[src/rtl/sr_pkg.sv]
package sr_pkg;
  typedef enum logic [1:0] {
    PROT_NONE = 2'b00,
    PROT_QTR  = 2'b01,
    PROT_HALF = 2'b10,
    PROT_ALL  = 2'b11
  } prot_lvl_e;

  localparam int unsigned LOCK_BIT = 7;
  localparam int unsigned LVL_HI   = 3;
  localparam int unsigned LVL_LO   = 2;
  localparam int unsigned WEL_BIT  = 1;
  localparam int unsigned BUSY_BIT = 0;
endpackage

[src/rtl/sr_prot_decode.sv]
module sr_prot_decode
  import sr_pkg::*;
#(
  parameter int unsigned AW = 14
) (
  input  prot_lvl_e       lvl_i,
  input  logic [AW-1:0]   addr_i,
  output logic            hit_o
);
  logic top_q, top_h;

  generate
    if (AW >= 2) begin : g_wide
      assign top_h = addr_i[AW-1];
      assign top_q = &addr_i[AW-1:AW-2];
    end else begin : g_narrow
      assign top_h = addr_i[AW-1];
      assign top_q = addr_i[AW-1];
    end
  endgenerate

  always_comb begin
    unique case (lvl_i)
      PROT_QTR:  hit_o = top_q;
      PROT_HALF: hit_o = top_h;
      PROT_ALL:  hit_o = 1'b1;
      default:   hit_o = 1'b0;
    endcase
  end
endmodule

[src/rtl/sr_wel_latch.sv]
module sr_wel_latch (
  input  logic clk_i,
  input  logic rst_ni,
  input  logic set_i,
  input  logic clr_i,
  input  logic done_i,
  input  logic hold_i,
  output logic wel_o
);
  logic set_ok, clr_ok;

  assign set_ok = set_i & ~hold_i;
  assign clr_ok = (clr_i & ~hold_i) | done_i;

  always_ff @(posedge clk_i or negedge rst_ni) begin
    if (!rst_ni)     wel_o <= 1'b0;
    else if (clr_ok) wel_o <= 1'b0;
    else if (set_ok) wel_o <= 1'b1;
  end

  AST_WEL_SET: assert property (@(posedge clk_i) disable iff (!rst_ni)
    set_i && !hold_i && !clr_i && !done_i |=> wel_o);
  AST_WEL_CLR_WINS: assert property (@(posedge clk_i) disable iff (!rst_ni)
    done_i || (clr_i && !hold_i) |=> !wel_o);
  AST_BUSY_NO_SET: assert property (@(posedge clk_i) disable iff (!rst_ni)
    hold_i && !wel_o |=> !wel_o);
endmodule

[src/rtl/sr_cfg_reg.sv]
module sr_cfg_reg
  import sr_pkg::*;
#(
  parameter logic      RST_LOCK_EN = 1'b0,
  parameter prot_lvl_e RST_LVL     = PROT_NONE
) (
  input  logic      clk_i,
  input  logic      rst_ni,
  input  logic      arm_i,
  input  logic      hold_i,
  input  logic      lock_d_i,
  input  prot_lvl_e lvl_d_i,
  input  logic      commit_i,
  input  logic      wr_ok_i,
  input  logic      locked_i,
  output logic      lock_en_o,
  output prot_lvl_e lvl_o
);
  logic      pend_q;
  logic      pend_lock_q;
  prot_lvl_e pend_lvl_q;
  logic      do_wr;

  assign do_wr = commit_i & pend_q & wr_ok_i;

  always_ff @(posedge clk_i or negedge rst_ni) begin
    if (!rst_ni) begin
      pend_q      <= 1'b0;
      pend_lock_q <= 1'b0;
      pend_lvl_q  <= PROT_NONE;
    end else if (commit_i || (pend_q && locked_i)) begin
      pend_q <= 1'b0;
    end else if (arm_i && !hold_i) begin
      pend_q      <= 1'b1;
      pend_lock_q <= lock_d_i;
      pend_lvl_q  <= lvl_d_i;
    end
  end

  always_ff @(posedge clk_i or negedge rst_ni) begin
    if (!rst_ni) begin
      lock_en_o <= RST_LOCK_EN;
      lvl_o     <= RST_LVL;
    end else if (do_wr) begin
      lock_en_o <= pend_lock_q;
      lvl_o     <= pend_lvl_q;
    end
  end

  AST_CFG_HOLD: assert property (@(posedge clk_i) disable iff (!rst_ni)
    !commit_i |=> $stable({lock_en_o, lvl_o}));
  AST_LOCKED_NO_WR: assert property (@(posedge clk_i) disable iff (!rst_ni)
    commit_i && !wr_ok_i |=> $stable({lock_en_o, lvl_o}));
  AST_ABORT_DROP: assert property (@(posedge clk_i) disable iff (!rst_ni)
    pend_q && locked_i && !commit_i |=> !pend_q);
  AST_NO_PEND_NO_WR: assert property (@(posedge clk_i) disable iff (!rst_ni)
    commit_i && !pend_q |=> $stable({lock_en_o, lvl_o}));
endmodule

[src/rtl/sr_status_guard.sv]
module sr_status_guard
  import sr_pkg::*;
#(
  parameter int unsigned AW          = 14,
  parameter logic        RST_LOCK_EN = 1'b0,
  parameter logic [1:0]  RST_LVL     = 2'b00
) (
  input  logic          clk_i,
  input  logic          rst_ni,
  input  logic          lock_pin_ni,
  input  logic          busy_i,
  input  logic          wel_set_i,
  input  logic          wel_clr_i,
  input  logic          wr_done_i,
  input  logic          sr_arm_i,
  input  logic [7:0]    sr_data_i,
  input  logic          sr_commit_i,
  input  logic [AW-1:0] addr_i,
  output logic [7:0]    status_o,
  output logic          sr_wr_ok_o,
  output logic          arr_wr_ok_o
);
  logic      wel;
  logic      lock_en;
  prot_lvl_e lvl;
  logic      hw_locked;
  logic      prot_hit;
  logic      unused_data;

  assign unused_data = ^{sr_data_i[6:4], sr_data_i[1:0]};
  assign hw_locked   = lock_en & ~lock_pin_ni;
  assign sr_wr_ok_o  = wel & ~hw_locked;
  assign arr_wr_ok_o = wel & ~prot_hit;

  sr_wel_latch u_wel (
    .clk_i  (clk_i),
    .rst_ni (rst_ni),
    .set_i  (wel_set_i),
    .clr_i  (wel_clr_i),
    .done_i (wr_done_i),
    .hold_i (busy_i),
    .wel_o  (wel)
  );

  sr_cfg_reg #(
    .RST_LOCK_EN (RST_LOCK_EN),
    .RST_LVL     (prot_lvl_e'(RST_LVL))
  ) u_cfg (
    .clk_i     (clk_i),
    .rst_ni    (rst_ni),
    .arm_i     (sr_arm_i),
    .hold_i    (busy_i),
    .lock_d_i  (sr_data_i[LOCK_BIT]),
    .lvl_d_i   (prot_lvl_e'(sr_data_i[LVL_HI:LVL_LO])),
    .commit_i  (sr_commit_i),
    .wr_ok_i   (sr_wr_ok_o),
    .locked_i  (hw_locked),
    .lock_en_o (lock_en),
    .lvl_o     (lvl)
  );

  sr_prot_decode #(.AW(AW)) u_dec (
    .lvl_i  (lvl),
    .addr_i (addr_i),
    .hit_o  (prot_hit)
  );

  always_comb begin
    status_o           = 8'h00;
    status_o[LOCK_BIT] = lock_en;
    status_o[LVL_HI:LVL_LO] = lvl;
    status_o[WEL_BIT]  = wel;
    status_o[BUSY_BIT] = busy_i;
  end

  AST_FULL_PROT: assert property (@(posedge clk_i) disable iff (!rst_ni)
    status_o[LVL_HI:LVL_LO] == 2'b11 |-> !arr_wr_ok_o);
  AST_NO_WEL_NO_ARR: assert property (@(posedge clk_i) disable iff (!rst_ni)
    !status_o[WEL_BIT] |-> !arr_wr_ok_o && !sr_wr_ok_o);
  AST_PIN_IGNORED: assert property (@(posedge clk_i) disable iff (!rst_ni)
    !status_o[LOCK_BIT] |-> sr_wr_ok_o == status_o[WEL_BIT]);
  AST_GAP_ZERO: assert property (@(posedge clk_i) disable iff (!rst_ni)
    status_o[6:4] == 3'b000);
endmodule

[config.mk]
export PLATFORM = sky130hd
export DESIGN_NAME = sr_status_guard
export DESIGN_NICKNAME = d
export VERILOG_FILES = /design/src/rtl/sr_pkg.sv /design/src/rtl/sr_prot_decode.sv /design/src/rtl/sr_wel_latch.sv /design/src/rtl/sr_cfg_reg.sv /design/src/rtl/sr_status_guard.sv
export SDC_FILE = /design/constraint.sdc
export NUM_CORES = 1
export LEC_CHECK = 0
export ABC_AREA = 1
export BUFFER_PORTS_ARGS = -buffer_cell sky130_fd_sc_hd__buf_4
export CAP_MARGIN = 20
export CORE_UTILIZATION = 35
export DETAILED_ROUTE_END_ITERATION = 12
export MAX_ROUTING_LAYER = met4
export PLACE_DENSITY = 0.87
export SLEW_MARGIN = 30
export SYNTH_ARGS = -nofsm -noshare
export SYNTH_HDL_FRONTEND = slang
export SYNTH_HIERARCHICAL = 1
export SYNTH_SLANG_ARGS = --single-unit
[constraint.sdc]
create_clock -name clk_i -period 1.3 [get_ports clk_i]
set_input_delay 0.39 -clock clk_i [delete_from_list [all_inputs] [get_ports clk_i]]
set_output_delay 0.39 -clock clk_i [all_outputs]
set_load 0.01 [all_outputs]
==> key figures <==
Worst setup path
  • CP delay by family, top: flip-flops
  • CP max stage cell: dfrtp_1
  • Bufs and invs on worst path: 1
  • Crit path largest cell delay: 0.39 ns
  • Critical path class: reg2out
  • Crit path required time: 0.91 ns
  • Arr. time, crit path: a little over 1 ns
  • Critical-path cell list: o21ai_1 > nand2_1 > nor2_1 > buf_4
  • CP endpoint kind: output pin
  • Critical path peak fanout: 3
  • Critical Path Start Type: register

Clock tree
  • Reg clk slew, reported paths: 0.05 ns
  • Max Buffers Root-to-Sink: 2
  • Root Driver: clkbuf_4
  • TritonCTS clock tree: built
  • Num CTS Buffers: 3
  • Htree depth: 1
  • Clock Sinks: 8
  • Clock Latency Late Sink: 0.25 ns

Synthesis
  • Synth Register Bits: 8
  • Netlist Area Pre-Place: between 400 and 500 µm²
  • Synthesis Warnings: 6
  • Post-synth top area share: 44.1%
  • Async S/R FF share, synth: 100%
  • Largest cells by area after synthesis: dfrtp_1, buf_4, inv_1, nand2_1, o21bai_1
  • Post-synthesis cell type count: 14
  • Gate Count Post-Synth: 58
  • Seq/Total Area, Yosys: 44.1%
  • Most used DFF post-synth: dfrtp_1
  • Mean Syn Cell Area: 7.83 µm²
  • EDFF count, synth: 0
  • Post-synth top area cell: dfrtp_1

Final layout
  • Share of post-route cells with drive strength above 1: 45.5%
  • Area delta synth->final: 58.1%
  • # nets final: 121
  • Fill count: approximately 110
  • Commonest non-fill, non-tap cell in the layout: buf_4
  • Commonest cells after routing, fill and taps aside: buf_4, inv_1, nand2_1, dfrtp_1, o21ai_1
  • Post-route cell area: ~700 µm²
  • Antenna diode count: 0
  • Final non-filler cell total: ~100
  • Layout Utilization: 62.1%

Pwr
  • Maximum VDD drop: around 0.44 mV
  • Pwr Density: between 1000 and 1500 nW/µm²
  • Leak: 0.401 nW

Floorplan
  • Starting Density: between 30% and 40%
  • Die ar.: 1450 µm²
  • # IOs: 41
  • Core Region: 1160 µm²
  • Site Rows: 12
  • Die height: 38.0 µm
  • Die width: 38.0 µm

GRT
  • Vias in the first global route: 434
  • Initial antenna violation count: 0
  • First-pass GRT wire length: 1.78 mm
  • Total gr overflow: 0
  • Total GRT Usage: 19.6%
  • Largest net degree at the start of global routing: 9

Routing
  • Routed WL per cell: 11.8 µm
  • Drt first pass iters: 2
  • Antenna Nets Post-Route: 0
  • Post-DR vias/cell: 4.45
  • Initial DRC count: 3
  • Vias: roughly 450
  • DRC viols: 0
  • Total wire length: approximately 1.2 mm

Timing
  • Hold Slack: 0.367 ns
  • Final Cycle Share: 108%
  • Fin crit period: 1.41 ns
  • Setup WS post-layout: -0.106 ns
  • Count of final hold-check violations: 0
  • Max Freq: 711 MHz
  • Final Slew Violations: 0
  • Final setup fails: 3
  • RSZ-0062 raised after global routing: true
  • Skew final: 0.000883 ns

Placement
  • GP Congestion: around 0.76
  • DP Area: 584 µm²
  • Cells after DPL: between 80 and 90
  • Post-Place Worst Slack: just under 0.03 ns
  • Port bufs: 20
  • DPL Wire Length: 718 µm

Outcome
  • Failing checks: negative setup slack
  • Run status: finished with violations

Min path
  • HP Class: in2reg

Flow run
  • Max Cap Viol: 0
-- layer usage --
metal	up-vias	share of wire (%)	track usage, %
met4	0	0	13.4
met2	13	59	36.4
li1	232	-	-
met5	-	0	-
met3	0	2.7	3.49
met1	209	38	17.7
-- flip-flops by register name (all words and copies together), names as in the netlist --
signal	flops
u_cfg/pend_q	1
u_cfg/pend_lock_q	1
u_cfg/lock_en_o	1
u_wel/wel_o	1
u_cfg/pend_lvl_q	2
u_cfg/lvl_o	2
-- area by class of cell --
type                    instances  area (µm²)  share of cell area (%)
clock buffers                   3        22.5                    3.14
repair buffers                 31         246                    34.3
flip-flops and latches          8         200                    27.9
well taps                      14        17.5                    2.44
inverters                      12        45.0                    6.27
multi-input cells              34         186                    26.0
-- per-stage QoR --
step	power (mW)	setup TNS (ns)
after floorplan	0.437	0
after global placement	0.504	0
after detailed placement	0.514	0
after CTS	0.748	-0.143
after global routing	0.848	-0.327
final	0.792	-0.193
-- power breakdown --
part / internal (mW) / switching (mW) / leakage [nW]
sequential: 0.291 / 0.0284 / 0.103
clock: 0.105 / 0.0815 / 0.0138
combinational: 0.163 / 0.123 / 0.284
-- worst reg2reg max path: cells and delay by family, from the launching register on --
family                 cells  cell delay, ns
buffers and inverters      3            0.32
AOI/OAI and AO/OA          2            0.24
DFF                        1            0.41
and+or+nand+nor            2            0.16
-- final timing paths --
path	startpoint	end	slack, ns	cells past startpoint
setup / recovery	u_cfg/lvl_o[0]	arr_wr_ok_o	-0.11	4
hold / removal	wr_done_i	u_wel/wel_o	0.37	4
setup reg to reg	u_cfg/lock_en_o	u_cfg/lvl_o[1]	0.05	7
hold reg to reg	u_cfg/pend_lvl_q[0]	u_cfg/lvl_o[0]	0.52	2
max in group asynchronous	rst_ni	u_cfg/pend_lvl_q[0]	0.67	2
min in group asynchronous	rst_ni	u_wel/wel_o	0.51	2
-- kinds of logic (layout without fill, tap and decap cells) --
family,after synthesis,in the layout,synth area share [%]
other cells,1,3,0.826
simple gates,21,21,21.8
flops,8,8,44.1
compound gates,10,10,13.5
buf+inv,18,46,19.8
-- cells in the mapped netlist (2+ instances only) --
| cell | number |
|---|---|
| nand2_2 | 2 |
| a21oi_1 | 2 |
| dfrtp_1 | 8 |
| o21ai_1 | 4 |
| nand2_1 | 10 |
| nand4_1 | 3 |
| inv_1 | 12 |
| nor2_1 | 4 |
| buf_4 | 6 |
| o21bai_1 | 3 |
-- what timing repair did --
action                                 in CTS  in global routing
resized for setup                           0                  8
pin swaps                                   4                  3
hold buffers                                1                  0
buffers inserted                            7                  3
setup endpoints to repair                   2                 10
endpoints found under the hold margin       8                  0
No activity file was read; power rests on OpenSTA's default activity.
